<file path="config.mk">
export PLATFORM = sky130hd
export DESIGN_NAME = irEdgeCapture
export DESIGN_NICKNAME = d
export VERILOG_FILES = /design/src/rtl/irCapPkg.sv /design/src/rtl/irCapDatapath.sv /design/src/rtl/irCapCtrl.sv /design/src/rtl/irEdgeCapture.sv
export SDC_FILE = /design/constraint.sdc
export NUM_CORES = 1
export LEC_CHECK = 0
export ABC_AREA = 1
export CORE_MARGIN = 2
export CORE_UTILIZATION = 47
export DETAILED_ROUTE_END_ITERATION = 10
export GPL_TIMING_DRIVEN = 0
export PLACE_DENSITY = 0.83
export SETUP_SLACK_MARGIN = 0.05
export SYNTH_ARGS = -nofsm -noshare
export SYNTH_HDL_FRONTEND = slang
export SYNTH_HIERARCHICAL = 1
export SYNTH_SLANG_ARGS = --single-unit
</file>
<file path="constraint.sdc">
create_clock -name clk -period 1.8 [get_ports clk]
set_input_delay 0.27 -clock clk [delete_from_list [all_inputs] [get_ports clk]]
set_output_delay 0.27 -clock clk [all_outputs]
set_load 0.01 [all_outputs]
</file>
<file path="src/rtl/irCapPkg.sv">
package irCapPkg;

  typedef enum logic [1:0] {
    SEL_DECODER = 2'd0,
    SEL_BOTH    = 2'd1,
    SEL_FALL    = 2'd2,
    SEL_RISE    = 2'd3
  } edgeSelT;

  localparam logic [3:0] MODE_RAW = 4'd2;

  // control to datapath strobes
  typedef struct packed {
    logic clear;     // synchronous clear of all measurement state
    logic hold;      // block inactive: counters parked at zero
    logic capture;   // latch interval and level, restart counters
    logic pulseLvl;  // level of the segment that just ended
  } capStrobeT;

endpackage

</file>
<file path="src/rtl/irCapDatapath.sv">
module irCapDatapath
  import irCapPkg::*;
#(
  parameter int BASE_W = 12,
  parameter int INTV_W = 13
) (
  input  logic              clk,
  input  logic              rstN,
  input  logic [BASE_W-1:0] baseTime,
  input  capStrobeT         strobe,
  output logic [INTV_W-1:0] intervalOut,
  output logic              pulseOut,
  output logic              cntSat
);

  localparam logic [INTV_W-1:0] CNT_MAX = {INTV_W{1'b1}};

  logic [BASE_W-1:0] presc;
  logic [INTV_W-1:0] count;

  assign cntSat = (count == CNT_MAX);

  always_ff @(posedge clk or negedge rstN) begin
    if (!rstN) begin
      presc       <= '0;
      count       <= '0;
      intervalOut <= '0;
      pulseOut    <= 1'b0;
    end else if (strobe.clear) begin
      presc       <= '0;
      count       <= '0;
      intervalOut <= '0;
      pulseOut    <= 1'b0;
    end else if (strobe.hold) begin
      presc <= '0;
      count <= '0;
    end else if (strobe.capture) begin
      intervalOut <= count;
      pulseOut    <= strobe.pulseLvl;
      presc       <= '0;
      count       <= '0;
    end else if (presc == baseTime) begin
      presc <= '0;
      if (!cntSat) count <= count + 1'b1;
    end else begin
      presc <= presc + 1'b1;
    end
  end

  // free-running counter moves by at most one per clock
  p_count_step_r1: assert property (@(posedge clk) disable iff (!rstN)
    (!strobe.clear && !strobe.hold && !strobe.capture) |=>
      (count == $past(count)) || (count == $past(count) + 1'b1));

  // a saturated counter stays saturated until restarted
  p_sat_hold_r6: assert property (@(posedge clk) disable iff (!rstN)
    (cntSat && !strobe.clear && !strobe.hold && !strobe.capture) |=> cntSat);

  // clear empties the captured state
  p_clear_r7: assert property (@(posedge clk) disable iff (!rstN)
    strobe.clear |=> (count == '0) && (intervalOut == '0) && !pulseOut);

  // inactive block keeps captured values
  p_hold_keeps_r4: assert property (@(posedge clk) disable iff (!rstN)
    (strobe.hold && !strobe.clear) |=> $stable(intervalOut) && $stable(pulseOut));

endmodule

</file>
<file path="src/rtl/irCapCtrl.sv">
module irCapCtrl
  import irCapPkg::*;
#(
  parameter int MODE_W = 4
) (
  input  logic              clk,
  input  logic              rstN,
  input  logic              irIn,
  input  logic              cfgEnable,
  input  logic              cfgClear,
  input  logic [MODE_W-1:0] cfgMode,
  input  logic [1:0]        cfgEdgeSel,
  input  logic              cntSat,
  output capStrobeT         strobe,
  output logic              irqOut,
  output logic              busyOut
);

  logic    prevLvl;
  logic    rise;
  logic    fall;
  logic    active;
  logic    hit;
  edgeSelT sel;

  assign sel    = edgeSelT'(cfgEdgeSel);
  assign rise   = irIn & ~prevLvl;
  assign fall   = ~irIn & prevLvl;
  assign active = cfgEnable && (cfgMode == MODE_W'(MODE_RAW));

  always_comb begin
    case (sel)
      SEL_BOTH: hit = rise | fall;
      SEL_FALL: hit = fall;
      SEL_RISE: hit = rise;
      default:  hit = 1'b0;
    endcase
  end

  assign strobe.clear    = cfgClear;
  assign strobe.hold     = !active;
  assign strobe.capture  = active && hit && !cfgClear;
  assign strobe.pulseLvl = prevLvl;

  always_ff @(posedge clk or negedge rstN) begin
    if (!rstN) begin
      prevLvl <= 1'b0;
      irqOut  <= 1'b0;
      busyOut <= 1'b0;
    end else begin
      prevLvl <= irIn;
      irqOut  <= strobe.capture;
      if (cfgClear || !active)  busyOut <= 1'b0;
      else if (rise)            busyOut <= 1'b1;
      else if (cntSat && !irIn) busyOut <= 1'b0;
    end
  end

  // decoder-event select yields no raw capture
  p_sel_none_r3: assert property (@(posedge clk) disable iff (!rstN)
    (sel == SEL_DECODER) |=> !irqOut);

  // no interrupt while inactive
  p_inactive_r4: assert property (@(posedge clk) disable iff (!rstN)
    !active |=> !irqOut);

  // clear never raises an interrupt
  p_clear_noirq_r7: assert property (@(posedge clk) disable iff (!rstN)
    cfgClear |=> !irqOut);

  // rising edge while active marks the block busy
  p_busy_rise_r8: assert property (@(posedge clk) disable iff (!rstN)
    (active && rise && !cfgClear) |=> busyOut);

endmodule

</file>
<file path="src/rtl/irEdgeCapture.sv">
module irEdgeCapture
  import irCapPkg::*;
#(
  parameter int BASE_W = 12,
  parameter int INTV_W = 13,
  parameter int MODE_W = 4
) (
  input  logic              clk,
  input  logic              rstN,
  input  logic              irIn,
  input  logic              cfgEnable,
  input  logic              cfgClear,
  input  logic [MODE_W-1:0] cfgMode,
  input  logic [1:0]        cfgEdgeSel,
  input  logic [BASE_W-1:0] cfgBaseTime,
  output logic [INTV_W-1:0] intervalOut,
  output logic              pulseOut,
  output logic              busyOut,
  output logic              irqOut
);

  capStrobeT strobe;
  logic      cntSat;

  irCapCtrl #(.MODE_W(MODE_W)) uCtrl (
    .clk        (clk),
    .rstN       (rstN),
    .irIn       (irIn),
    .cfgEnable  (cfgEnable),
    .cfgClear   (cfgClear),
    .cfgMode    (cfgMode),
    .cfgEdgeSel (cfgEdgeSel),
    .cntSat     (cntSat),
    .strobe     (strobe),
    .irqOut     (irqOut),
    .busyOut    (busyOut)
  );

  irCapDatapath #(.BASE_W(BASE_W), .INTV_W(INTV_W)) uData (
    .clk         (clk),
    .rstN        (rstN),
    .baseTime    (cfgBaseTime),
    .strobe      (strobe),
    .intervalOut (intervalOut),
    .pulseOut    (pulseOut),
    .cntSat      (cntSat)
  );

endmodule

</file>
==> impl_results.md, run 1 <==
* Status: finished with violations
* Violated checks: negative setup slack
* Maximum clock insertion buffer count at 2
* Pwr Density at 519.3 mW/mm2
* 1st-iter DRT viols at 154
* Initial Util at 48.59%
* Grt total ovfl at 0
* Synth warn at 6
* DRT antenna net count at 0
* Top cell type's share of synthesized area at 42.62%
* Sequential share of the synthesized area at 42.62%
* I/O Buffers at 38
* Critical path class: reg -> reg
* Global-route wire length before repair at 9922 um
* Peak VDD IR at 0.3771 mV
* Final RePlAce weighted congestion at 0.9172
* Fill count at 452
* Post-synthesis register bit count at 42
* Inserted Clock Buffers at 5
* Worst Path Required at 1.97 ns
* IO Pins at 39
* CTS Sinks at 42
* Tmin final at 1.849 ns
* Tot GR Track Use at 20.76%
* Share of post-route cells with drive strength above 1 at 14.03%
* TritonCTS clock tree: done
* Combinational Power Share at 10.5%
* Worst r2r dst: uData/count[7]
* Mapped cell area at 0.002466 mm2
* Post-synth top area cell: dfrtp_1
* Worst Hold Class: in -> reg
* 1st-pass router iterations at 4
* Vias in the first global route at 2271
* Tcrit/Tclk final at 102.7%
* Critical R2R Launch: uCtrl/prevLvl
* Register area at 0.001052 mm2
* Area growth syn-to-layout at 31.46%
* Die area at 0.005842 mm2
* Worst hold path depth at 1
* Worst setup margin at -0.04870 ns
* Leak pwr at 1.435 nW
* Hold Path End: uCtrl/prevLvl
* Largest net degree at the start of global routing at 31
* Clock Skews at 0.006149 ns
* Final WL at 6049 um
* Slew margin rel. at 77.66%
* Crit path from: uCtrl/prevLvl
* WHS at 0.2645 ns
* Mapped Cells at 337
* Reg clk slew, reported paths at 0.07 ns
* H-tree levels at 2
* Hold path start: irIn
* Rows at 26
* Antenna violations before repair at 0
* Flop pwr share at 56.5%
* # diodes at 0
* R2r worst-path depth at 16
* Die W at 76.44 um
* Max Fclk at 540.9 MHz
* R2R Setup Slk at -0.05 ns
* Max cap viols at 0
* Clk Latency, worst-skew pair at 0.29 ns
* Sw Pwr at 0.3811 mW
* Switch share at 22.63%
* Hold Fails Final Rpt at 0
* DRC violation count after routing at 0
* Clk Tree Root Cell: clkbuf_8
* Crit Path Max Fanout at 5
* Critical path launch point type: flip-flop
* Distinct cell type count after synthesis at 25
* Area contributors post-synth: dfrtp_1, nand2_1, inv_1
* RSZ-0062 raised after global routing: yes
* Syn nets at 364
* Die height at 76.44 um
* WP data arrival at 2.02 ns
* Nets at 419
* CORE AREA at 0.005075 mm2
* Multi-input logic area at 0.001269 mm2
* Fin Setup TNS at -0.04870 ns
* Wire per inst at 13.09 um
* Setup-failing EPs final at 1
* Post-DP HPWL at 4118 um
* Vias at 2434
* Via density at 5.268
* Internal at 1.303 mW
* Worst Tran Pin Value at 0.3351 ns
* Clk pwr share at 33.1%
* Critical Path End Type: flip-flop
* Syn Area/Cell at 7.318 um2
* Final Max Tran Viols at 0
[power groups by stage]
stage / sequential [mW] / combinational (mW) / clock [mW]
after floorplan: 0.969 / 0.0624 / 0
after global placement: 0.968 / 0.149 / 0
after detailed placement: 0.968 / 0.159 / 0
after CTS: 0.950 / 0.172 / 0.574
after global routing: 0.950 / 0.196 / 0.607
final: 0.950 / 0.177 / 0.557
[flip-flops by register name (all words and copies together) (netlist names)]
signal             count
uCtrl/prevLvl          1
uCtrl/irqOut           1
uData/presc           12
uData/intervalOut     13
uCtrl/busyOut          1
uData/count           13
uData/pulseOut         1
[cells in the mapped netlist (all sizes together)]
cell type / count
a21oi: 4
buf: 7
dfrtp: 42
ha: 4
inv: 57
nand2: 86
nand3: 39
nand4: 13
nor2: 43
nor3: 7
nor4: 3
o21ai: 8
o21bai: 1
o22ai: 10
xnor2: 8
xor2: 5
[cell usage in the layout (no fill, tap or decap), drive strengths merged]
cell type	Yosys	final
nand3	39	39
a21oi	4	4
o22ai	10	10
nor3	7	7
ha	4	4
dlygate4sd3	0	1
o21ai	8	8
inv	57	57
xnor2	8	8
dfrtp	42	42
xor2	5	5
nor2	43	43
dlygate4sd2	0	1
buf	7	17
clkdlybuf4s50	0	36
o21bai	1	1
nand4	13	13
clkbuf	0	7
nor4	3	3
nand2	86	86
[worst max-delay path: stages, from the launching register on]
cell and delay, ns:
dfrtp_1 0.42, inv_1 0.08, ha_2 0.18, nand2_2 0.05, nand3_2 0.06, nand2_2 0.06, nor2_4 0.16, nor2_4 0.06
nand2_2 0.09, inv_2 0.05, buf_6 0.13, nand2_2 0.05, nand2_1 0.05, o21ai_1 0.10, inv_1 0.05, nand3_1 0.07
nand2_1 0.07
[metrics by stage]
stage,total power [mW],std cells,setup WS (ns),cell area [um2],utilization (%)
final,1.684,462,-0.04870,3242,63.88
after global routing,1.753,462,-0.1648,3242,63.88
after CTS,1.696,462,-0.01172,3166,62.38
after detailed placement,1.127,446,-0.6756,2974,58.60
after global placement,1.117,445,-0.6220,2959,58.31
after floorplan,1.031,337,0.05802,2491,-
[how the worst max path moves through the flow]
| stage | endpoint | cells past startpoint | slack, ns |
|---|---|---|---|
| 2_1_floorplan | uData/count[7] | 14 | 0.06 |
| 3_3_place_gp | uData/intervalOut[6] | 10 | -0.62 |
| 3_5_place_dp | uData/intervalOut[10] | 10 | -0.68 |
| 4_1_cts | uData/count[7] | 16 | -0.01 |
| 5_1_grt | uData/count[7] | 16 | -0.16 |
| 6_report | uData/count[7] | 16 | -0.05 |
[metal layers]
layer	global-route usage, %	share of wire [%]	up-vias
li1	-	-	1179
met1	26.34	43	1146
met2	36.46	48	100
met3	3.081	6.6	9
met4	6.545	1.4	0
met5	0	0	-
[final cells by class]
class                   instances  area share [%]
inverters                      57           6.600
flip-flops and latches         42           32.46
multi-input cells             231           39.14
well taps                      70           2.702
plain buffers                   7           2.084
clock buffers                   7           2.354
repair buffers                 48           14.67
[cell families after synthesis]
family	count (synthesis)	synth area share, %
AOI/OAI and AO/OA	23	5.428
xor gates and xnor gates	13	4.617
adders and majority gates	4	2.030
buffers and inverters	64	10.65
DFF	42	42.62
and+or+nand+nor	191	34.65
[what timing repair did]
| item | in CTS | in global routing |
|---|---|---|
| endpoints found under the hold margin | 12 | 0 |
| hold buffers | 1 | 0 |
| endpoints found under the setup margin | 38 | 40 |
| gates cloned | 1 | 0 |
| buffers inserted | 7 | 2 |
| pin swaps | 11 | 5 |
| resized for setup | 13 | 20 |
Note: power is estimated with default switching activity, not from simulation.
==> run 2, diff against run 1 <==
ABC_AREA = 0   (was 1)
CAP_MARGIN = 30   (was not set)
CTS_BUF_LIST = sky130_fd_sc_hd__clkbuf_2   (was not set)
PLACE_DENSITY = 0.85   (was 0.83)
==> run 2 against run 1 <==
Net effect: the run still ends with negative setup slack left; total power is 2.0% lower; clock power is 0.7% higher; global-route usage is 4.7 points higher; utilization is 14 points higher; synthesized cell count is 35% lower; sequential share of layout area is 1.1 points lower; die area is 15% lower; clock-buffer cell count stayed put; area after synthesis is 16% lower; critical path type unchanged; largest cell class unchanged.
==> impl_results.md, run 2 <==
* Status: finished with violations (unchanged)
* Violated checks: negative setup slack (unchanged)
* Share of post-route cells with drive strength above 1 at 43.14% (was 14.03%)
* Vias at 2130 (was 2434)
* RSZ-0062 raised after global routing: yes (unchanged)
* TritonCTS clock tree: done (unchanged)
* Critical R2R Launch: uData/presc[7] (was uCtrl/prevLvl)
* Global-route wire length before repair at 9735 um (was 9922 um)
* Synth warn at 6 (unchanged)
* # diodes at 0 (unchanged)
* Most frequent cell after synthesis: dfrtp_1 (was nand2_1)
* Nets at 325 (was 419)
* Die height at 70.58 um (was 76.44 um)
* Syn Area/Cell at 9.469 um2 (was 7.318 um2)
* Critical path class: reg -> reg (unchanged)
* Rows at 24 (was 26)
* Critical Path End Type: flip-flop (unchanged)
* Die W at 70.58 um (was 76.44 um)
* Simple-Gate Fraction of Synth Area at 25.53% (was 34.65%)
* Setup-failing EPs final at 38 (was 1)
* Vias in the first global route at 1936 (was 2271)
* Critical path launch point type: flip-flop (unchanged)
* Clk Latency, worst-skew pair at 0.42 ns (was 0.29 ns)
* Leak pwr at 1.435 nW (about the same)
* Final instance area at 0.003367 mm2 (was 0.003242 mm2)
* Mapped Cells at 220 (was 337)
* R2r worst-path depth at 6 (was 16)
* Grt total ovfl at 0 (unchanged)
* Largest net degree at the start of global routing at 43 (was 31)
* CORE AREA at 0.004324 mm2 (was 0.005075 mm2)
* EDFF count, synth at 0 (unchanged)
* 1st-iter DRT viols at 306 (was 154)
* Final Max Tran Viols at 0 (unchanged)
* Largest family of logic cells by synthesized area: simple AND/OR/NAND/NOR gates (unchanged)
* Commonest cells in the netlist: dfrtp_1, nand2_1, nor2_1, a21oi_1, xor2_1 (was nand2_1, inv_1, dfrtp_1, nor2_1, nand3_1)
* Multi-input logic area at 0.001389 mm2 (was 0.001269 mm2)
* Distinct cell type count after synthesis at 28 (was 25)
* Area growth syn-to-layout at 61.62% (was 31.46%)
* Tcrit/Tclk final at 112.1% (was 102.7%)
* Register area at 0.001057 mm2 (was 0.001052 mm2)
* Power after layout at 1.650 mW (was 1.684 mW)
* Fill count at 230 (was 452)
* DRT antenna net count at 0 (unchanged)
* Clock Skews at 0.01632 ns (was 0.006149 ns)
* Die area at 0.004981 mm2 (was 0.005842 mm2)
* Tmin final at 2.018 ns (was 1.849 ns)
* H-tree levels at 2 (unchanged)
* CTS Sinks at 42 (unchanged)
* WHS at 0.3760 ns (was 0.2645 ns)
* Sequential share of the synthesized area at 50.45% (was 42.62%)
* Worst hold path depth at 1 (unchanged)
* Hold Fails Final Rpt at 0 (unchanged)
* Most used DFF post-synth: dfrtp_1 (unchanged)
* Worst r2r dst: uData/count[9] (was uData/count[7])
* Mapped cell area at 0.002083 mm2 (was 0.002466 mm2)
* Hold Path End: uCtrl/prevLvl (unchanged)
* Cell type of the slowest stage on the worst timing path: dfrtp_1 (unchanged)
* Biggest regs: uData/count: 13 flops, uData/intervalOut: 13 flops, uData/presc: 12 flops (unchanged)
* Placed cell area at 0.002562 mm2 (was 0.002974 mm2)
* Worst Path Required at 2.16 ns (was 1.97 ns)
* Commonest non-fill, non-tap cells in the layout: clkdlybuf4s50_1, dfrtp_1, buf_4, nand2_1, xor2_1 (was nand2_1, inv_1, dfrtp_1, clkdlybuf4s50_1)
* Xor-xnor portion of the synthesized cell area at 12.61% (was 4.617%)
* Top cell type's share of synthesized area at 50.45% (was 42.62%)
* Antenna violations before repair at 0 (unchanged)
* Peak VDD IR at 0.2622 mV (was 0.3771 mV)
* Initial Util at 48.18% (was 48.59%)
* IO Pins at 39 (unchanged)
* Proportion of synthesized area in mux cells at 0.5405% (was 0%)
* Synth Area in Adders at 2.402% (was 2.029%)
* Reg clk slew, reported paths at 0.21 ns (was 0.07 ns)
* Post-synth top area cell: dfrtp_1 (unchanged)
* Via density at 6.068 (was 5.268)
* Slew margin rel. at 36.83% (was 77.66%)
* Pwr Density at 490.0 mW/mm2 (was 519.3 mW/mm2)
* Worst Hold Class: in -> reg (unchanged)
* Tot GR Track Use at 25.44% (was 20.76%)
* DRC violation count after routing at 0 (unchanged)
* Post-DP HPWL at 3150 um (was 4118 um)
* 1st-pass router iterations at 6 (was 4)
* Max Fclk at 495.6 MHz (was 540.9 MHz)
* Final WL at 7212 um (was 6049 um)
* Syn nets at 247 (was 364)
* I/O Buffers at 38 (unchanged)
* Hold path start: irIn (unchanged)
* R2R Setup Slk at -0.22 ns (was -0.05 ns)
* Crit-path cells: xor2_1 > nor4_2 > nand3_2 > or2_4 > or3_1 > a21oi_1 (was inv_1 > ha_2 > nand2_2 > nand3_2 > nand2_2 > nor2_4 > nor2_4 > nand2_2 > inv_2 > buf_6 > nand2_2 > nand2_1 > o21ai_1 > inv_1 > nand3_1 > nand2_1)
* Wire per inst at 20.55 um (was 13.09 um)
* Crit Path Max Fanout at 6 (was 5)
* WP data arrival at 2.38 ns (was 2.02 ns)
* Area contributors post-synth: dfrtp_1, xor2_1, nand2_1 (was dfrtp_1, nand2_1, inv_1)
* Maximum clock insertion buffer count at 2 (unchanged)
* Post-synthesis register bit count at 42 (unchanged)
* Largest stage delay, worst path at 0.43 ns (was 0.42 ns)
* Clk Tree Root Cell: clkbuf_2 (was clkbuf_8)
* Worst setup margin at -0.2179 ns (was -0.04870 ns)
* Pre-CTS setup slack at -0.7355 ns (was -0.6756 ns)
* Synth Area in Compound Gates at 5.526% (was 5.429%)
* Worst Tran Pin Value at 0.9475 ns (was 0.3351 ns)
* Max cap viols at 0 (unchanged)
* Final RePlAce weighted congestion at 0.8637 (was 0.9172)
* Share of async-settable or async-resettable flops after synthesis at 100.0% (unchanged)
* Inserted Clock Buffers at 5 (unchanged)
run 2: where the power goes:
group / internal (mW) / switching (mW)
Combinational: 0.0719 / 0.0684
Clock: 0.247 / 0.314
Sequential: 0.947 / 0.00175
run 2: cells by family (layout without fill, tap and decap cells):
logic type	Yosys count	after routing
simple gates	108	108
flops	42	42
xor+xnor	30	30
compound gates	23	23
buf+inv	12	91
fa+ha+maj	4	4
mux	1	1
run 2: metrics by stage:
step           cells  TNS [ns]  utilization (%)
5_1_grt          351    -7.327            77.86
2_1_floorplan    220   -0.1543                -
4_1_cts          345    -2.366            72.95
3_5_place_dp     310    -22.05            59.26
6_report         351    -4.356            77.86
3_3_place_gp     310    -43.02            59.38
run 2: how the worst max path moves through the flow:
stage	slack (ns)	depth (start not counted)	end	from
after floorplan	-0.04	8	uData/count[4]	uData/count[2]
after global placement	-0.69	10	uData/intervalOut[2]	irIn
after detailed placement	-0.74	10	uData/intervalOut[9]	irIn
after CTS	-0.14	6	uData/count[4]	uData/presc[7]
after global routing	-0.29	6	uData/count[9]	uData/presc[0]
final	-0.22	6	uData/count[9]	uData/presc[7]
run 2: layer usage:
metal / vias up / wire length, um / global-route usage (%)
li1: 902 / - / -
met1: 1053 / 2817 / 33.24
met2: 143 / 3539 / 41.30
met3: 32 / 542 / 5.983
met4: 0 / 312 / 10.27
met5: - / 0 / 0
run 2: layout make-up:
class	instances	share of cell area, %
plain buffers	9	3.456
clock buffers	7	1.041
clock inverters	1	0.8919
inverters	2	0.2230
multi-input cells	166	41.25
flip-flops and latches	42	31.40
well taps	52	1.932
repair buffers	72	19.81
run 2: what timing repair did:
action / CTS / global route
endpoints found under the hold margin: 40 / 0
gates resized for setup: 74 / 46
pin swaps: 33 / 30
setup buffers: 23 / 6
endpoints found under the setup margin: 39 / 39
hold buffers: 1 / 0
cloned: 4 / 0
run 2: worst max-delay path, delay by kind of cell (launching register included):
family / cells / cell delay, ns
and+or+nand+nor: 4 / 1.21
AOI/OAI and AO/OA: 1 / 0.16
xor gates and xnor gates: 1 / 0.17
DFF: 1 / 0.43
==> run 3, diff against run 2 <==
ABC_AREA = not set   (was 0)
MAX_ROUTING_LAYER = met4   (was not set)
==> run 3 against run 2 <==
Net effect: the run still ends with negative setup slack left; total power is essentially flat; worst hold slack got worse by 0.0096 ns; die area is the same; critical path type unchanged; largest cell class unchanged.
==> impl_results.md, run 3 (same netlist as run 2, synthesis figures left out) <==
* Final instance area at 0.003422 mm2 (was 0.003367 mm2)
* Hold path start: irIn (unchanged)
* DRT antenna net count at 0 (unchanged)
* Global-route wire length before repair at 9763 um (was 9735 um)
* Clk Latency, worst-skew pair at 0.43 ns (was 0.42 ns)
* H-tree levels at 2 (unchanged)
* Maximum clock insertion buffer count at 2 (unchanged)
* Critical R2R Launch: uData/presc[8] (was uData/presc[7])
* TritonCTS clock tree: done (unchanged)
* Critical path launch point type: flip-flop (unchanged)
* Commonest non-fill, non-tap cells in the layout: clkdlybuf4s50_1, dfrtp_1, buf_4, nand2_1, a21oi_2 (was clkdlybuf4s50_1, dfrtp_1, buf_4, nand2_1, xor2_1)
* Violated checks: negative setup slack (unchanged)
* Die W at 70.58 um (unchanged)
* Biggest regs: uData/count: 13 flops, uData/intervalOut: 13 flops, uData/presc: 12 flops (unchanged)
* Worst Tran Pin Value at 0.9388 ns (was 0.9475 ns)
* Inserted Clock Buffers at 5 (unchanged)
* Worst Path Required at 2.15 ns (was 2.16 ns)
* Slew margin rel. at 37.42% (was 36.83%)
* Pwr Density at 481.7 mW/mm2 (was 490.0 mW/mm2)
* Max Fclk at 488.9 MHz (was 495.6 MHz)
* 1st-iter DRT viols at 300 (was 306)
* Placed cell area at 0.002562 mm2 (unchanged)
* RSZ-0062 raised after global routing: yes (unchanged)
* Largest net degree at the start of global routing at 43 (unchanged)
* Critical Path End Type: flip-flop (unchanged)
* Crit Path Max Fanout at 6 (unchanged)
* Clk Tree Root Cell: clkbuf_2 (unchanged)
* Hold Path End: uCtrl/prevLvl (unchanged)
* Wire per inst at 20.09 um (was 20.55 um)
* CP delay by family, top: simple AND/OR/NAND/NOR gates (unchanged)
* Status: finished with violations (unchanged)
* Tcrit/Tclk final at 113.6% (was 112.1%)
* Vias at 2057 (was 2130)
* Post-DP HPWL at 3150 um (unchanged)
* Critical path class: reg -> reg (unchanged)
* DRC violation count after routing at 0 (unchanged)
* Fill count at 222 (was 230)
* 1st-pass router iterations at 4 (was 6)
* Peak VDD IR at 0.2469 mV (was 0.2622 mV)
* Cell Count, Final, Fillers Out at 354 (was 351)
* Grt total ovfl at 0 (unchanged)
* Final Core Density at 79.14% (was 77.86%)
* Max cap viols at 0 (unchanged)
* CORE AREA at 0.004324 mm2 (unchanged)
* Cell type of the slowest stage on the worst timing path: dfrtp_1 (unchanged)
* Worst Path Buf+Inv at 0 (unchanged)
* Worst r2r dst: uData/count[9] (unchanged)
* Worst Hold Class: in -> reg (unchanged)
* Final WL at 7111 um (was 7212 um)
* Final Max Tran Viols at 0 (unchanged)
* Hold Fails Final Rpt at 0 (unchanged)
* Via density at 5.811 (was 6.068)
* Area growth syn-to-layout at 64.26% (was 61.62%)
* CTS Sinks at 42 (unchanged)
* Clock Skews at 0.01812 ns (was 0.01632 ns)
* Nets at 328 (was 325)
* R2r worst-path depth at 6 (unchanged)
* Tot GR Track Use at 26.26% (was 25.44%)
* Reg clk slew, reported paths at 0.21 ns (about the same)
* Worst hold path depth at 1 (unchanged)
* Rows at 24 (unchanged)
* R2R Setup Slk at -0.25 ns (was -0.22 ns)
* IO Pins at 39 (unchanged)
* Initial Util at 48.18% (unchanged)
* # diodes at 0 (unchanged)
* Placed cells at 310 (unchanged)
* Vias in the first global route at 1940 (was 1936)
* Setup-failing EPs final at 37 (was 38)
* WP data arrival at 2.40 ns (was 2.38 ns)
* Share of post-route cells with drive strength above 1 at 45.36% (was 43.14%)
* I/O Buffers at 38 (unchanged)
* Largest stage delay, worst path at 0.50 ns (was 0.43 ns)
* Worst setup margin at -0.2453 ns (was -0.2179 ns)
* Antenna violations before repair at 0 (unchanged)
* Leak pwr at 1.471 nW (was 1.435 nW)
* Final RePlAce weighted congestion at 0.8777 (was 0.8637)
* Crit-path cells: xor2_1 > nor4_2 > nand3_2 > or2_4 > or3_1 > a21oi_1 (unchanged)
* Die area at 0.004981 mm2 (unchanged)
* Tmin final at 2.045 ns (was 2.018 ns)
* Die height at 70.58 um (unchanged)
[run 3: layout make-up]
| class | count | area (um2) | area share, % |
|---|---|---|---|
| Buffer | 9 | 115.1 | 3.364 |
| Clock buffer | 7 | 35.03 | 1.024 |
| Clock inverter | 1 | 30.03 | 0.8775 |
| Inverter | 2 | 7.507 | 0.2194 |
| Multi-Input combinational cell | 166 | 1419 | 41.46 |
| Sequential cell | 42 | 1057 | 30.90 |
| Tap cell | 52 | 65.06 | 1.901 |
| Timing Repair Buffer | 75 | 693.2 | 20.26 |
[run 3: power by group]
group          leakage (nW)  total, mW  internal, mW  switching [mW]
Sequential            0.576      0.948         0.946         0.00161
Clock                0.0432      0.561         0.247           0.314
Combinational         0.852      0.139        0.0719          0.0676
[run 3: metal layers]
metal | track usage, % | routed length (um)
met1 | 33.24 | 2903
met2 | 41.30 | 3597
met3 | 6.125 | 433
met4 | 10.27 | 176
met5 | - | 0
[run 3: what timing repair did]
| action | 4_1_cts | 5_1_grt |
|---|---|---|
| resized for setup | 74 | 54 |
| setup endpoints to repair | 39 | 39 |
| endpoints found under the hold margin | 40 | 0 |
| cloned | 4 | 0 |
| pin swaps | 33 | 28 |
| buffers inserted | 23 | 9 |
| hold buffers | 1 | 0 |
[run 3: metrics by stage]
stage               total power, mW  hold slack (ns)  TNS [ns]  setup slack [ns]
floorplan                    0.9944         -0.02559   -0.1543          -0.04397
finish                        1.649           0.3665    -4.098           -0.2453
global route                  1.702           0.3473    -7.214           -0.2796
global placement              1.070           0.5095    -43.02           -0.6866
detailed placement            1.071           0.4568    -22.05           -0.7355
CTS                           1.634           0.3432    -2.366           -0.1373
[run 3: how the worst max path moves through the flow]
stage	end	from	depth (start not counted)	slack (ns)
global route	uData/count[9]	uData/presc[8]	6	-0.28
floorplan	uData/count[4]	uData/count[2]	8	-0.04
finish	uData/count[9]	uData/presc[8]	6	-0.25
CTS	uData/count[4]	uData/presc[7]	6	-0.14
detailed placement	uData/intervalOut[9]	irIn	10	-0.74
global placement	uData/intervalOut[2]	irIn	10	-0.69
[run 3: worst register-to-register path: stages (launching register included)]
cell,delay (ns)
dfrtp_1,0.50
xor2_1,0.20
nor4_2,0.28
nand3_2,0.19
or2_4,0.31
or3_1,0.34
a21oi_1,0.17
